==> config.mk <==
export PLATFORM = sky130hd
export DESIGN_NAME = nibble_byte_rx
export DESIGN_NICKNAME = d
export VERILOG_FILES = /design/src/rtl/nbr_pkg.sv /design/src/rtl/nbr_sync.sv /design/src/rtl/nbr_ctrl.sv /design/src/rtl/nbr_datapath.sv /design/src/rtl/nibble_byte_rx.sv
export SDC_FILE = /design/constraint.sdc
export NUM_CORES = 1
export LEC_CHECK = 0
export ABC_AREA = 1
export BUFFER_PORTS_ARGS = -buffer_cell sky130_fd_sc_hd__buf_2
export CAP_MARGIN = 20
export CORE_ASPECT_RATIO = 0.9
export CORE_MARGIN = 10
export CORE_UTILIZATION = 58
export DETAILED_ROUTE_END_ITERATION = 10
export PLACE_DENSITY = 0.82
export SYNTH_ARGS = -nofsm -noshare
export SYNTH_HDL_FRONTEND = slang
export SYNTH_SLANG_ARGS = --single-unit
==> constraint.sdc <==
create_clock -name clk -period 3.1 [get_ports clk]
set_input_delay 0.62 -clock clk [delete_from_list [all_inputs] [get_ports clk]]
set_output_delay 0.62 -clock clk [all_outputs]
set_load 0.02 [all_outputs]
==> src/rtl/nbr_pkg.sv <==
package nbr_pkg;
  localparam int BUS_W      = 7;
  localparam int NIB_W      = 4;
  localparam int BYTE_W     = 2 * NIB_W;
  localparam int STROBE_BIT = 0;
  localparam int ENABLE_BIT = 2;
  localparam int NIB_LSB    = 3;
  localparam int NIB_MSB    = NIB_LSB + NIB_W - 1;

  // strobes from control to datapath
  typedef struct packed {
    logic loadHi;
    logic loadLo;
    logic clrCount;
  } dpCtrl_t;
endpackage

==> src/rtl/nbr_sync.sv <==
module nbr_sync #(
  parameter int WIDTH  = 7,
  parameter int STAGES = 2
) (
  input  logic             clk,
  input  logic             rstN,
  input  logic [WIDTH-1:0] asyncIn,
  output logic [WIDTH-1:0] syncOut
);
  logic [WIDTH-1:0] stage [STAGES];

  always_ff @(posedge clk or negedge rstN) begin
    if (!rstN) begin
      for (int i = 0; i < STAGES; i++) stage[i] <= '0;
    end else begin
      stage[0] <= asyncIn;
      for (int i = 1; i < STAGES; i++) stage[i] <= stage[i-1];
    end
  end

  assign syncOut = stage[STAGES-1];
endmodule

==> src/rtl/nbr_ctrl.sv <==
module nbr_ctrl
  import nbr_pkg::*;
(
  input  logic             clk,
  input  logic             rstN,
  input  logic [BUS_W-1:0] syncBus,
  output dpCtrl_t          dpCtrl,
  output logic             sessionActive,
  output logic             abortPulse
);
  logic prevStrobe, prevEnable;
  logic activeQ, phaseLoQ, abortQ;
  logic enNow, othersZero, startEv, endEv, strobeRise, accept;

  always_comb begin
    enNow      = syncBus[ENABLE_BIT];
    othersZero = (syncBus[NIB_MSB:NIB_LSB] == '0) && (syncBus[1] == 1'b0)
                 && (syncBus[STROBE_BIT] == 1'b0);
    strobeRise = syncBus[STROBE_BIT] && !prevStrobe;
    startEv    = !activeQ && enNow && !prevEnable && othersZero;
    endEv      = activeQ && !enNow;
    accept     = activeQ && enNow && strobeRise;
  end

  always_comb begin
    dpCtrl          = '0;
    dpCtrl.clrCount = startEv;
    dpCtrl.loadHi   = accept && !phaseLoQ;
    dpCtrl.loadLo   = accept && phaseLoQ;
  end

  always_ff @(posedge clk or negedge rstN) begin
    if (!rstN) begin
      prevStrobe <= 1'b0;
      prevEnable <= 1'b0;
      activeQ    <= 1'b0;
      phaseLoQ   <= 1'b0;
      abortQ     <= 1'b0;
    end else begin
      prevStrobe <= syncBus[STROBE_BIT];
      prevEnable <= enNow;
      abortQ     <= 1'b0;
      if (endEv) begin
        activeQ  <= 1'b0;
        phaseLoQ <= 1'b0;
        abortQ   <= phaseLoQ;
      end else if (startEv) begin
        activeQ  <= 1'b1;
        phaseLoQ <= 1'b0;
      end else if (accept) begin
        phaseLoQ <= !phaseLoQ;
      end
    end
  end

  assign sessionActive = activeQ;
  assign abortPulse    = abortQ;
endmodule

==> src/rtl/nbr_datapath.sv <==
module nbr_datapath
  import nbr_pkg::*;
#(
  parameter int CNT_W = 8
) (
  input  logic              clk,
  input  logic              rstN,
  input  logic [NIB_W-1:0]  nibIn,
  input  dpCtrl_t           dpCtrl,
  output logic [BYTE_W-1:0] byteOut,
  output logic              byteValid,
  output logic [CNT_W-1:0]  byteCount
);
  localparam logic [CNT_W-1:0] CNT_MAX = '1;

  logic [NIB_W-1:0]  hiNib;
  logic [BYTE_W-1:0] byteQ;
  logic              validQ;
  logic [CNT_W-1:0]  countQ;

  always_ff @(posedge clk or negedge rstN) begin
    if (!rstN) begin
      hiNib  <= '0;
      byteQ  <= '0;
      validQ <= 1'b0;
      countQ <= '0;
    end else begin
      validQ <= 1'b0;
      if (dpCtrl.loadHi) hiNib <= nibIn;
      if (dpCtrl.loadLo) begin
        byteQ  <= {hiNib, nibIn};
        validQ <= 1'b1;
      end
      if (dpCtrl.clrCount)
        countQ <= '0;
      else if (dpCtrl.loadLo && countQ != CNT_MAX)
        countQ <= countQ + 1'b1;
    end
  end

  assign byteOut   = byteQ;
  assign byteValid = validQ;
  assign byteCount = countQ;
endmodule

==> src/rtl/nibble_byte_rx.sv <==
module nibble_byte_rx
  import nbr_pkg::*;
#(
  parameter int CNT_W       = 8,
  parameter int SYNC_STAGES = 2
) (
  input  logic             clk,
  input  logic             rstN,
  input  logic [6:0]       portIn,
  output logic [7:0]       byteOut,
  output logic             byteValid,
  output logic             sessionActive,
  output logic [CNT_W-1:0] byteCount,
  output logic             abortPulse
);
  logic [BUS_W-1:0] syncBus;
  dpCtrl_t          dpCtrl;

  nbr_sync #(.WIDTH(BUS_W), .STAGES(SYNC_STAGES)) u_sync (
    .clk(clk), .rstN(rstN), .asyncIn(portIn), .syncOut(syncBus)
  );

  nbr_ctrl u_ctrl (
    .clk(clk), .rstN(rstN), .syncBus(syncBus), .dpCtrl(dpCtrl),
    .sessionActive(sessionActive), .abortPulse(abortPulse)
  );

  nbr_datapath #(.CNT_W(CNT_W)) u_dp (
    .clk(clk), .rstN(rstN), .nibIn(syncBus[NIB_MSB:NIB_LSB]), .dpCtrl(dpCtrl),
    .byteOut(byteOut), .byteValid(byteValid), .byteCount(byteCount)
  );
endmodule

After elaboration in Yosys (flattened, before gate mapping):

Cells that the tools add are included.

* bits of input ports: 9
* register bits after elaboration: 40
* word-level logic and storage cells: 45

* bitwise logic cells: 2
* multiplexer cells: 9
* eq/ne operators: 1
* add/sub/neg operators: 1
* reduce and logical (&&, ||, !) cells: 21

Operators by type and width (number)
* $mux W8: 2
* $logic_and A1 B1 Y1: 12
* $add A8 B1 Y8 const B: 1
* $ne A8 B8 Y1 const B: 1
* $mux W1: 7
* $logic_not A1 Y1: 5
* $logic_not A4 Y1: 1
* $reduce_bool A2 Y1: 2
* $reduce_bool A3 Y1: 1
* $not A1 Y1: 2

Longest topological paths before layout:

* word-level depth: 7
* depth in mapped cells: 8

By module:

From an unflattened synthesis, not the netlist that was laid out.

* cells, all modules: 169
* area total of the unflattened synthesis: 1614.0 sq um

By module, submodules not included
* nbr_datapath: cells an instance 119, instances 1, sequential area each 525.5 sq um, area each 964.7 sq um
* nbr_sync: cells an instance 21, instances 1, sequential area each 350.3 sq um, area each 402.9 sq um
* nbr_ctrl: cells an instance 29, instances 1, sequential area each 125.1 sq um, area each 246.5 sq um

Least setup slack after synthesis:

Ideal clock, no wire load.

* kind: register to register
* start point: register u_dp.countQ[1], in the netlist u_dp.byteCount[1]
* end point: register u_dp.countQ[0], in the netlist u_dp.byteCount[0]
* required time: 2982 ps
* cell stages (with the launch flop): 9
* clock period less this slack: 1384 ps
* arrival time: 1266 ps
* slack: 1716 ps
* cell sequence: dfrtp_1 > ha_1 > nand2_1 > nor2_4 > inv_2 > nor2_4 > nor2_4 > nand3_1 > nand2_1

* longest elaborated chain between the ends: 3

RTL lines
* start: declaration: RTL line nbr_datapath.sv:19 `logic [CNT_W-1:0] countQ;`
* start signal: assignment: RTL line nbr_datapath.sv:37 `countQ <= countQ + 1'b1;`
* $ne A8 B8 Y1: RTL line nbr_datapath.sv:36 `else if (dpCtrl.loadLo && countQ != CNT_MAX)`
* $logic_and A1 B1 Y1: RTL line nbr_datapath.sv:36
* $reduce_bool A2 Y1 (no line)

Every way passes these cells.
A chain may end at the register's enable or synchronous reset.

Worst setup path in the final report:

* start point: register u_dp.countQ[5], in the netlist u_dp.byteCount[5]
* end point: output byteCount[5]

RTL lines
* end: declaration: RTL line nibble_byte_rx.sv:13 `output logic [CNT_W-1:0] byteCount,`

No word-level cell between the ends.

==> impl_metrics.env <==
export IMPL_status="completed"
export IMPL_peakVddDrop_mv=0.361
export IMPL_grt_overflow_total=0
export IMPL_r2r_start="u_dp.byteCount[1]"
export IMPL_drt_iter0_drc=122
export IMPL_grt_pass1_vias=1229
export IMPL_critPathTopFamily="flip-flops"
export IMPL_yosys_area_top_type="dfrtp_1"
export IMPL_crit_buf_inv=1
export IMPL_fin_tns_setup_ns=0
export IMPL_crit_arrival_ns=1.01
export IMPL_p_leak_nw=1.01
export IMPL_fp_dieW_um=75.5
export IMPL_syn_avg_cell_area_um2=9.99
export IMPL_period_minus_slack_ns=1.63
export IMPL_hold_ws_ns=0.354
export IMPL_synth_area_leaders="dfrtp_1 (62%), nand2_1 (10%), nand3_1 (5.0%)"
export IMPL_grt_use_total=0.126
export IMPL_cp_end_kind="output port"
export IMPL_dr_wl_met3_um=195
export IMPL_crit_cells=1
export IMPL_post_drt_wl_per_cell_um=13.9
export IMPL_fp_coreArea_um2=2700
export IMPL_clkLatencyLatePin_ns=0.34
export IMPL_hp_class="register to register"
export IMPL_fin_nets=203
export IMPL_cts_max_path_buffers=2
export IMPL_place_congestion=0.815
export IMPL_async_flop_share=1.00
export IMPL_synth_main_ff_cell="dfrtp_1"
export IMPL_wl_met2_um=1590
export IMPL_ctsHoldBuffers=0
export IMPL_path_class="register to output port"
export IMPL_synth_mux_area_frac=0
export IMPL_cpMaxStageDelayCell="dfrtp_1"
export IMPL_synth_fp_nets=171
export IMPL_worstMarginPinSlew_ns=0.843
export IMPL_layout_common_cells="nand2_1 (44), dfrtp_1 (40), buf_2 (27)"
export IMPL_cts_setup_buffers=0
export IMPL_vias=1206
export IMPL_synth_top_family_by_area="simple AND/OR/NAND/NOR gates"
export IMPL_htreeDepth=2
export IMPL_die_area_um2=5280
export IMPL_yosysSeqAreaShare=0.622
export IMPL_highest_layer="met4"
export IMPL_finalHoldViolations=0
export IMPL_r2r_end="u_dp.byteCount[7]"
export IMPL_synth_edf_count=0
export IMPL_synth_area_um2=1610
export IMPL_seqCellArea_um2=1000
export IMPL_pre_cts_slack_ns=1.69
export IMPL_drcViolationCount=0
export IMPL_min_from="u_sync.stage[8]"
export IMPL_grt_start_max_net_pins=41
export IMPL_grt_pass1_wl_um=5220
export IMPL_finClkSkew_ns=0.0155
export IMPL_port_buffer_count=27
export IMPL_max_stage_delay_ns=0.47
export IMPL_ys_warn_count=0
export IMPL_cts_root_buffer="clkbuf_4"
export IMPL_synthDistinctLibCells=27
export IMPL_placed_cell_area_um2=1770
export IMPL_synth_xor_area_share=0.00544
export IMPL_rsz0062_at_grt="no"
export IMPL_crit_start="u_dp.byteCount[5]"
export IMPL_crit_required_ns=2.48
export IMPL_initial_utilization=0.595
export IMPL_cts_made_buffers=5
export IMPL_multi_input_area_um2=524
export IMPL_maxCapViolCount=0
export IMPL_dp_hpwl_um=2310
export IMPL_cts_resized=0
export IMPL_r2r_setup_slack_ns=1.66
export IMPL_worst_slack_ns=1.47
export IMPL_first_pass_iters=4
export IMPL_crit_chain="buf_2"
export IMPL_hold_depth=0
export IMPL_fillCellCount=220
export IMPL_die_h_um=70.0
export IMPL_routed_wl_um=3100
export IMPL_cts_tree="yes"
export IMPL_synth_compound_area_frac=0.0490
export IMPL_drive_gt1_frac=0.259
export IMPL_ios=28
export IMPL_final_common_cell="nand2_1"
export IMPL_finalSetupViolCount=0
export IMPL_start_kind="register"
export IMPL_power_density_nw_per_um2=462
export IMPL_finalCritPeriodShare=0.527
export IMPL_fin_area_um2=1830
export IMPL_wl_met1_um=1270
export IMPL_vias_per_cell=5.41
export IMPL_n_antenna_cell=0
export IMPL_r2r_cells=8
export IMPL_relSlewSlack=0.438
export IMPL_max_freq_mhz=612
export IMPL_yosys_area_share_adder=0.00778
export IMPL_final_max_slew_viol_count=0
export IMPL_clkSinkCount=40
export IMPL_antenna_found_initial=0
export IMPL_area_delta_synth_final_pct=14.0
export IMPL_hold_end="u_sync.syncOut[1]"
export IMPL_synthSimpleGateAreaFrac=0.264
export IMPL_ys_ff_latch=40
export IMPL_crit_path_max_fanout=7
export IMPL_ant_nets=0
export IMPL_clkSlewWorstSetupHoldPaths_ns=0.11
export IMPL_netlist_instances=161
export IMPL_rows=18
export IMPL_synth_top_area_share=0.622
## metal layers
layer  GRT usage  vias up
met5           0        -
met4      0.0619        0
met3      0.0395        8
met2       0.215       41
met1       0.133      585
li1            -      572
## registers in the layout, summed over array words and instances (netlist names)
signal                flops
u_ctrl.phaseLoQ           1
u_dp.byteCount            8
u_dp.byteOut              8
u_ctrl.sessionActive      1
u_ctrl.prevEnable         1
u_ctrl.prevStrobe         1
u_sync.stage              7
u_sync.syncOut            7
u_ctrl.abortPulse         1
u_dp.byteValid            1
u_dp.hiNib                4
## kinds of logic (layout without fill, tap and decap cells)
family / count (synthesis) / count (layout)
AND/OR/NAND/NOR: 87 / 87
buffers and inverters: 20 / 52
XOR/XNOR: 1 / 1
AO/OA/AOI/OAI: 12 / 12
adder cells (fa/ha/maj): 1 / 1
flip-flops: 40 / 40
## where the power goes
part           internal [mW]  switching (mW)
Sequential             0.534         0.00775
Clock                  0.129           0.153
Combinational        0.00677          0.0170
## synth_stat cells, types with 2 or more instances
cell       n
o21ai_2    4
nor3_1     2
nand2_2    3
nor2_4     3
nand3_1   16
nor2_1    11
dfrtp_1   40
inv_1     14
nand3b_1   3
o21ai_0    4
a21oi_1    2
nand2_1   44
## area by class of cell
cell class | count | share of cell area
Sequential cell | 40 | 0.546
Inverter | 18 | 0.0389
Tap cell | 30 | 0.0205
Timing Repair Buffer | 27 | 0.0737
Multi-Input combinational cell | 101 | 0.286
Clock buffer | 7 | 0.0355
## worst max path at each step
stage                        end  slack (ns)
6_report            byteCount[5]        1.47
2_1_floorplan  u_dp.byteCount[0]        1.72
3_5_place_dp   u_dp.byteCount[7]        1.69
5_1_grt             byteCount[5]        1.39
4_1_cts             byteCount[5]        1.46
3_3_place_gp   u_dp.byteCount[0]        1.76
## per-stage QoR
step,std cells,util,power [mW]
2_1_floorplan,161,-,0.559
3_3_place_gp,216,0.655,0.575
3_5_place_dp,216,0.655,0.577
4_1_cts,223,0.679,0.859
5_1_grt,223,0.679,0.881
6_report,223,0.679,0.848
(Power assumes the default switching activity.)
